<file path="config.mk">
export PLATFORM = sky130hd
export DESIGN_NAME = irq_select_top
export DESIGN_NICKNAME = d
export VERILOG_FILES = /design/src/rtl/irq_sel_pkg.sv /design/src/rtl/irq_gate.sv /design/src/rtl/irq_lowest_pick.sv /design/src/rtl/irq_select_top.sv
export SDC_FILE = /design/constraint.sdc
export NUM_CORES = 1
export LEC_CHECK = 0
export BUFFER_PORTS_ARGS = -buffer_cell sky130_fd_sc_hd__buf_2
export CORE_MARGIN = 2
export CORE_UTILIZATION = 38
export DETAILED_ROUTE_END_ITERATION = 8
export GPL_TIMING_DRIVEN = 0
export PLACE_DENSITY = 0.78
export SYNTH_ARGS = -nofsm -noshare
export SYNTH_HDL_FRONTEND = slang
export SYNTH_HIERARCHICAL = 1
export SYNTH_SLANG_ARGS = --single-unit
</file>
<file path="constraint.sdc">
create_clock -name clk -period 1.98 [get_ports clk]
set_clock_uncertainty 0.2 [all_clocks]
set_input_delay 0.099 -clock clk [delete_from_list [all_inputs] [get_ports clk]]
set_output_delay 0.099 -clock clk [all_outputs]
set_load 0.05 [all_outputs]
</file>
<file path="src/rtl/irq_sel_pkg.sv">
package irq_sel_pkg;
  parameter int unsigned LINES = 16;
  localparam int unsigned CODE_W = $clog2(LINES);

  typedef enum logic [1:0] {
    PRIV_USER  = 2'b00,
    PRIV_SUPER = 2'b01,
    PRIV_RSVD  = 2'b10,
    PRIV_MACH  = 2'b11
  } priv_e;
endpackage

</file>
<file path="src/rtl/irq_gate.sv">
module irq_gate
  import irq_sel_pkg::*;
#(
  parameter int unsigned N = LINES
) (
  input  logic [N-1:0] pend_i,
  input  logic [N-1:0] enab_i,
  input  logic [N-1:0] deleg_i,
  input  logic [1:0]   priv_i,
  input  logic         m_gie_i,
  input  logic         s_gie_i,
  output logic [N-1:0] qual_o
);
  logic [N-1:0] cand;
  logic         mach_ok;
  logic         super_ok;

  always_comb begin
    cand     = pend_i & enab_i;
    mach_ok  = (priv_i != PRIV_MACH) || m_gie_i;
    super_ok = (priv_i == PRIV_USER) || ((priv_i == PRIV_SUPER) && s_gie_i);
    qual_o   = (cand & ~deleg_i & {N{mach_ok}}) |
               (cand &  deleg_i & {N{super_ok}});
  end
endmodule

</file>
<file path="src/rtl/irq_lowest_pick.sv">
module irq_lowest_pick #(
  parameter int unsigned N = 16,
  localparam int unsigned CW = $clog2(N)
) (
  input  logic [N-1:0]  req_i,
  output logic          any_o,
  output logic [CW-1:0] idx_o
);
  logic [N:0]   clear_below;
  logic [N-1:0] grant;

  assign clear_below[0] = 1'b1;

  for (genvar g = 0; g < N; g++) begin : g_chain
    assign grant[g]         = req_i[g] & clear_below[g];
    assign clear_below[g+1] = clear_below[g] & ~req_i[g];
  end

  always_comb begin
    idx_o = '0;
    for (int unsigned k = 0; k < N; k++) begin
      if (grant[k]) idx_o = idx_o | CW'(k);
    end
    any_o = ~clear_below[N];
  end
endmodule

</file>
<file path="src/rtl/irq_select_top.sv">
module irq_select_top
  import irq_sel_pkg::*;
(
  input  logic              clk,
  input  logic              rst_n,
  input  logic [LINES-1:0]  pend_i,
  input  logic [LINES-1:0]  enab_i,
  input  logic [LINES-1:0]  deleg_i,
  input  logic [1:0]        priv_i,
  input  logic              m_gie_i,
  input  logic              s_gie_i,
  output logic              take_o,
  output logic [CODE_W:0]   cause_o
);
  logic [LINES-1:0]  qual;
  logic              any_q;
  logic [CODE_W-1:0] idx;
  logic              take_d;
  logic [CODE_W:0]   cause_d;
  logic              upd_en;

  irq_gate #(.N(LINES)) u_gate (
    .pend_i  (pend_i),
    .enab_i  (enab_i),
    .deleg_i (deleg_i),
    .priv_i  (priv_i),
    .m_gie_i (m_gie_i),
    .s_gie_i (s_gie_i),
    .qual_o  (qual)
  );

  irq_lowest_pick #(.N(LINES)) u_pick (
    .req_i (qual),
    .any_o (any_q),
    .idx_o (idx)
  );

  always_comb begin
    upd_en  = 1'b1;
    take_d  = any_q;
    cause_d = any_q ? {1'b1, idx} : '0;
  end

  always_ff @(posedge clk or negedge rst_n) begin
    if (!rst_n) begin
      take_o  <= 1'b0;
      cause_o <= '0;
    end else if (upd_en) begin
      take_o  <= take_d;
      cause_o <= cause_d;
    end
  end

  p_priv_legal_r2: assert property (@(posedge clk) disable iff (!rst_n)
    priv_i != PRIV_RSVD);

  p_mach_masked_r2: assert property (@(posedge clk) disable iff (!rst_n)
    (priv_i == PRIV_MACH && !m_gie_i) |=> !take_o);

  p_cand_only_r1: assert property (@(posedge clk) disable iff (!rst_n)
    take_o |-> ((($past(pend_i) & $past(enab_i)) >> cause_o[CODE_W-1:0]) & 1) != 0);

  p_lowest_r4: assert property (@(posedge clk) disable iff (!rst_n)
    take_o |-> (($past(qual) & ((LINES'(1) << cause_o[CODE_W-1:0]) - LINES'(1))) == '0));

  p_none_zero_r5: assert property (@(posedge clk) disable iff (!rst_n)
    !take_o |-> cause_o == '0);

  p_flag_r6: assert property (@(posedge clk) disable iff (!rst_n)
    take_o |-> cause_o[CODE_W]);

  p_latency_r7: assert property (@(posedge clk) disable iff (!rst_n)
    1'b1 |=> take_o == $past(|qual));
endmodule

</file>
Yosys cells after proc, flatten, opt, wreduce, memory -nomap -nowiden
Cells that the tools add are included.
{"block": "classes", "n_eq_ne": 2, "mux": 16, "bitwise": 54, "reduce_logical": 4}
{"cell": "$and 16x16->16", "n": 5}
{"cell": "$mux 4", "n": 8}
{"cell": "$and 1x1->1", "n": 30}
{"cell": "$not 1->1", "n": 17}
{"cell": "$not 16->16", "n": 1}
{"cell": "$or 16x16->16", "n": 1}
{"cell": "$mux 3", "n": 4}
{"cell": "$mux 5", "n": 1}
{"cell": "$mux 2", "n": 2}
{"cell": "$eq 2x1->1 const B", "n": 1}
{"cell": "$logic_not 2->1", "n": 1}
{"cell": "$logic_or 1x1->1", "n": 2}
{"cell": "$ne 2x2->1 const B", "n": 1}
{"cell": "$logic_and 1x1->1", "n": 1}
{"cell": "$mux 1", "n": 1}
{"block": "totals", "register_bits": 6, "in_bits": 54, "output_inout_bits": 6, "wordCells": 78}

Longest topological paths before layout
{"block": "depth", "depth_word": 23, "mapped_depth": 9, "mapped_depth_nobuf": 8}

By module
The synthesis kept the hierarchy.
{"module": "irq_gate", "instances": 1, "cells_per_inst": 41, "area_each_um2": 302.8, "seq_area_each_um2": 0.0}
{"module": "irq_lowest_pick", "instances": 1, "cells_per_inst": 33, "area_each_um2": 224.0, "seq_area_each_um2": 0.0}
{"module": "irq_select_top", "instances": 1, "cells_per_inst": 10, "area_each_um2": 157.7, "seq_area_each_um2": 125.1}

Worst setup path after synthesis
Ideal clock, no wire load.
{"block": "synth_path", "path_type": "input to register", "startpoint": "input m_gie_i", "endpoint": "register cause_o[1]", "setup_ns": 0.066, "t_arrival_ns": 1.493, "t_required_ns": 1.714, "path_slack_ns": 0.221, "stages": 8, "n_path_buf": 1, "cell_sequence": "nand3b_4 > buf_6 > nand4b_1 > o21ai_0 > nor4_4 > nand2_2 > o41ai_2 > and2_1"}
{"block": "synth_between", "elab_cells_between_ends": 57, "cone_classes": "15 x mux; 41 x bitwise; 1 x reduce/logical"}
{"item": "from (decl)", "line": "irq_select_top.sv:10", "source": "input logic m_gie_i,"}
{"item": "$logic_or 1x1->1 (*)", "line": "irq_gate.sv:20", "source": "mach_ok = (priv_i != PRIV_MACH) || m_gie_i;"}
{"item": "$and 16x16->16 (*)", "line": "irq_gate.sv:22", "source": "qual_o = (cand & ~deleg_i & {N{mach_ok}}) |"}
{"item": "$or 16x16->16 (*)", "line": "irq_gate.sv:22"}
{"item": "via qual[5]", "line": "irq_select_top.sv:15", "source": "logic [LINES-1:0] qual;"}
{"item": "$not 1->1 (*)", "line": "irq_lowest_pick.sv:16", "source": "assign clear_below[g+1] = clear_below[g] & ~req_i[g];"}
{"item": "$and 1x1->1 (*)", "line": "irq_lowest_pick.sv:16"}
{"item": "$and 1x1->1, on equally long branches", "line": "irq_lowest_pick.sv:15, irq_lowest_pick.sv:16"}
{"item": "$mux 3 (tied with other cells)", "line": "irq_lowest_pick.sv:22", "source": "if (grant[k]) idx_o = idx_o | CW'(k);"}
{"item": "(+2 left out)"}
{"item": "$mux 4 (tied with other cells) (2 in a row)", "line": "irq_lowest_pick.sv:22"}
{"item": "$mux 4 / $and 1x1->1 (equally long branches) (2 in a row)", "line": "irq_lowest_pick.sv:22, irq_lowest_pick.sv:16"}
{"item": "$mux 4 (tied with other cells)", "line": "irq_lowest_pick.sv:22"}
{"item": "$mux 4 / $and 1x1->1 (equally long branches)", "line": "irq_lowest_pick.sv:22, irq_lowest_pick.sv:15"}
{"item": "$mux 4 (*)", "line": "irq_lowest_pick.sv:22"}
{"item": "via idx[1]", "line": "irq_select_top.sv:17", "source": "logic [CODE_W-1:0] idx;"}
{"item": "$mux 5 (*)", "line": "irq_select_top.sv:41", "source": "cause_d = any_q ? {1'b1, idx} : '0;"}
{"item": "via cause_d[1]", "line": "irq_select_top.sv:19", "source": "logic [CODE_W:0] cause_d;"}
{"item": "to (signal assigned)", "line": "irq_select_top.sv:50", "source": "cause_o <= cause_d;"}
{"item": "to (decl)", "line": "irq_select_top.sv:13", "source": "output logic [CODE_W:0] cause_o"}
The timed path passes the listed nets; every way through them passes the cells marked *.

Final worst setup path
Ends and elaborated chain as after synthesis.

==> flow_summary.yaml <==
status:
  status: "completed"
finish:
  reg_top3: "cause_o: 5 flops"
  largest_register: "cause_o"
  fin_util_pct: 62.49
  largest_register_ffs: 5
  drive_gt1_share_pct: 54.67
  area_growth_pct: 55.94
  final_nets: 205
  fillCellCount: 142
  diodes: 0
sta:
  min_period_ns: 1.741
  setup_violations: 0
  fmaxAchievable_ghz: 0.5742
  rsz0062_at_grt: "no"
  tns_ns: 0
  timing.final.crit_share_pct: 87.95
  slew-limit-headroom_pct: 60.38
  worstMarginPinSlew_ns: 0.5881
  hold_viol: 0
  slew_viol_final: 0
yosys:
  synth.distinct_cells: 26
  synthXorXnorAreaFrac_pct: 0
  synth.area.top_cells: "dfrtp_1, a21oi_2, nand3_1"
  synth_top_area_share_pct: 18.28
  yosysWarnings: 6
  syn_area_um2: 684.4
  syn_avg_cell_area_um2: 8.148
  yosys.area_share.simple_pct: 46.07
  synth_fp_nets: 138
  synthArstFlopShare_pct: 100.0
  ys_seq_area_share_pct: 18.28
  synth-compound-area-share_pct: 28.34
  synth_edf_count: 0
  synth_mux_area_share_pct: 0
  synthTopCellsByCount: "nand3_1, a21oi_2, nor2_1"
  synth_most_common_cell: "nand3_1"
  ys_ff_latch: 5
  yosysTopAreaCell: "dfrtp_1"
  synth_top_family_by_area: "simple AND/OR/NAND/NOR gates"
  postSynthCellCount: 84
  yosys_most_used_dff: "dfrtp_1"
  synth-adder-area-share_pct: 0
power_and_ir_drop:
  power_uw: 516.2
  max-vdd-ir-drop_uv: 281.9
  p_per_area_nw_per_um2: 483.7
  leakage_nw: 0.5147
clock_tree:
  cts_resized: 0
  clk_pin_slew_ns: 0.04
  cts_tree: "built"
  cts_sinks: 5
  ctsHtreeMaxLevel: 1
  clock-root-buffer: "clkbuf_4"
  cts_buffer_depth: 2
  post_cts_buffers: 0
  cts_made_buffers: 3
  holdBufCountCts: 3
worst_hold_path:
  hold_depth: 4
  min_from: "deleg_i[0]"
  hold_class: "primary input to flip-flop"
  min_delay_worst_endpoint: "cause_o[0]$_DFF_PN0_"
worst_setup_path:
  end_kind: "flip-flop"
  path_depth: 9
  cp_max_fo: 10
  startpoint_type: "primary input"
  cp_num_buf_inv: 2
  path_cells: "buf_2, nand3b_4, buf_6, nand4b_1, o21ai_0, nor4_4, nand2_2, o41ai_2, and2_1"
  critPathSlowestCell: "nor4_4"
  crit_type: "primary input to flip-flop"
  slowest_delay_ns: 0.37
  worst_ep_required_time_ns: 1.95
  cp_top_family: "simple AND/OR/NAND/NOR gates"
  arrival_ns: 1.71
global_route:
  grt_antenna_before_repair: 0
  grt_usage_pct: 15.96
  grt_max_degree: 11
  grt.overflow.total: 0
  grt_pass1_wl_mm: 2.566
  grt_pass1_vias: 696
drt:
  wl_mm: 1.620
  num_vias: 860
  wl_per_cell_um: 9.257
  avgViaCountPerCell: 4.914
  dr.pass1.iters: 4
  drtIter0Drc: 7
  drcViolationCount: 0
  ant_nets: 0
placed_design:
  dp_hpwl_mm: 1.454
  port_buffers: 59
  gp_congestion: 0.6773
floorplanning:
  num_io_pins: 60
  die_y_um: 46.44
  core-area_um2: 1708
  die-width_um: 46.44
  rows: 15
  die_area_um2: 2157
  start_util_pct: 40.07
flow_run:
  cap_violations: 0
[tightest hold or removal path, stage by stage]
cell       delay (ns)
buf_2            0.08
a21oi_2          0.07
o2bb2ai_1        0.12
and2_1           0.12
[how the worst max path moves through the flow]
stage,endpoint,from
2_1_floorplan,cause_o[1]$_DFF_PN0_,m_gie_i
3_3_place_gp,cause_o[1]$_DFF_PN0_,m_gie_i
3_5_place_dp,cause_o[1]$_DFF_PN0_,m_gie_i
4_1_cts,cause_o[1]$_DFF_PN0_,m_gie_i
5_1_grt,cause_o[1]$_DFF_PN0_,m_gie_i
6_report,cause_o[1]$_DFF_PN0_,m_gie_i
[layout by cell type (no fill, tap or decap), types with 2 or more instances in the layout]
cell type      count
nand2_1            4
inv_1              3
nor4_4             3
a21oi_2           10
nand3_1           17
a21oi_1            4
o21ai_0            6
dlygate4sd3_1      3
buf_2             59
nor2_1             8
and2_1             4
clkbuf_4           3
nand4b_1           4
dfrtp_1            5
nor3_1             2
[cell families after synthesis]
family | count (synthesis)
flip-flops | 5
AND/OR/NAND/NOR | 48
AO/OA/AOI/OAI | 25
buffers and inverters | 6
[final cells by class]
type / instances / area, um2 / area share [%]
Multi-Input combinational cell: 73 / 509.2 / 47.71
Timing Repair Buffer: 62 / 325.3 / 30.48
Sequential cell: 5 / 125.1 / 11.72
Buffer: 3 / 38.79 / 3.634
Tap cell: 25 / 31.28 / 2.931
Clock buffer: 4 / 26.28 / 2.462
Inverter: 3 / 11.26 / 1.055
[routing by layer]
| layer | up-vias | part of all wire (%) | track usage [%] |
|---|---|---|---|
| met1 | 362 | 40 | 18.46 |
| met5 | - | 0 | 0 |
| met3 | 0 | 10 | 3.137 |
| met2 | 49 | 49 | 29.72 |
| met4 | 0 | 0 | 3.429 |
| li1 | 449 | - | - |
[stage by stage]
step	hold slack [ns]	worst slack, ns	instances	area [um2]
floorplan	-0.3966	0.2211	84	684.4
global placement	-0.2893	-0.005589	168	1011
detailed placement	-0.2854	-0.02206	168	1011
CTS	0.1129	0.2100	175	1067
global route	0.1278	0.1072	175	1067
finish	0.1066	0.2386	175	1067
[report_power, final]
part | switching (mW) | leakage, nW | internal (mW)
clock | 0.0367 | 0.0150 | 0.0759
sequential | 0.00310 | 0.0600 | 0.118
combinational | 0.164 | 0.440 | 0.119
total | 0.204 | 0.515 | 0.312
Note: power is estimated with default switching activity, not from simulation.
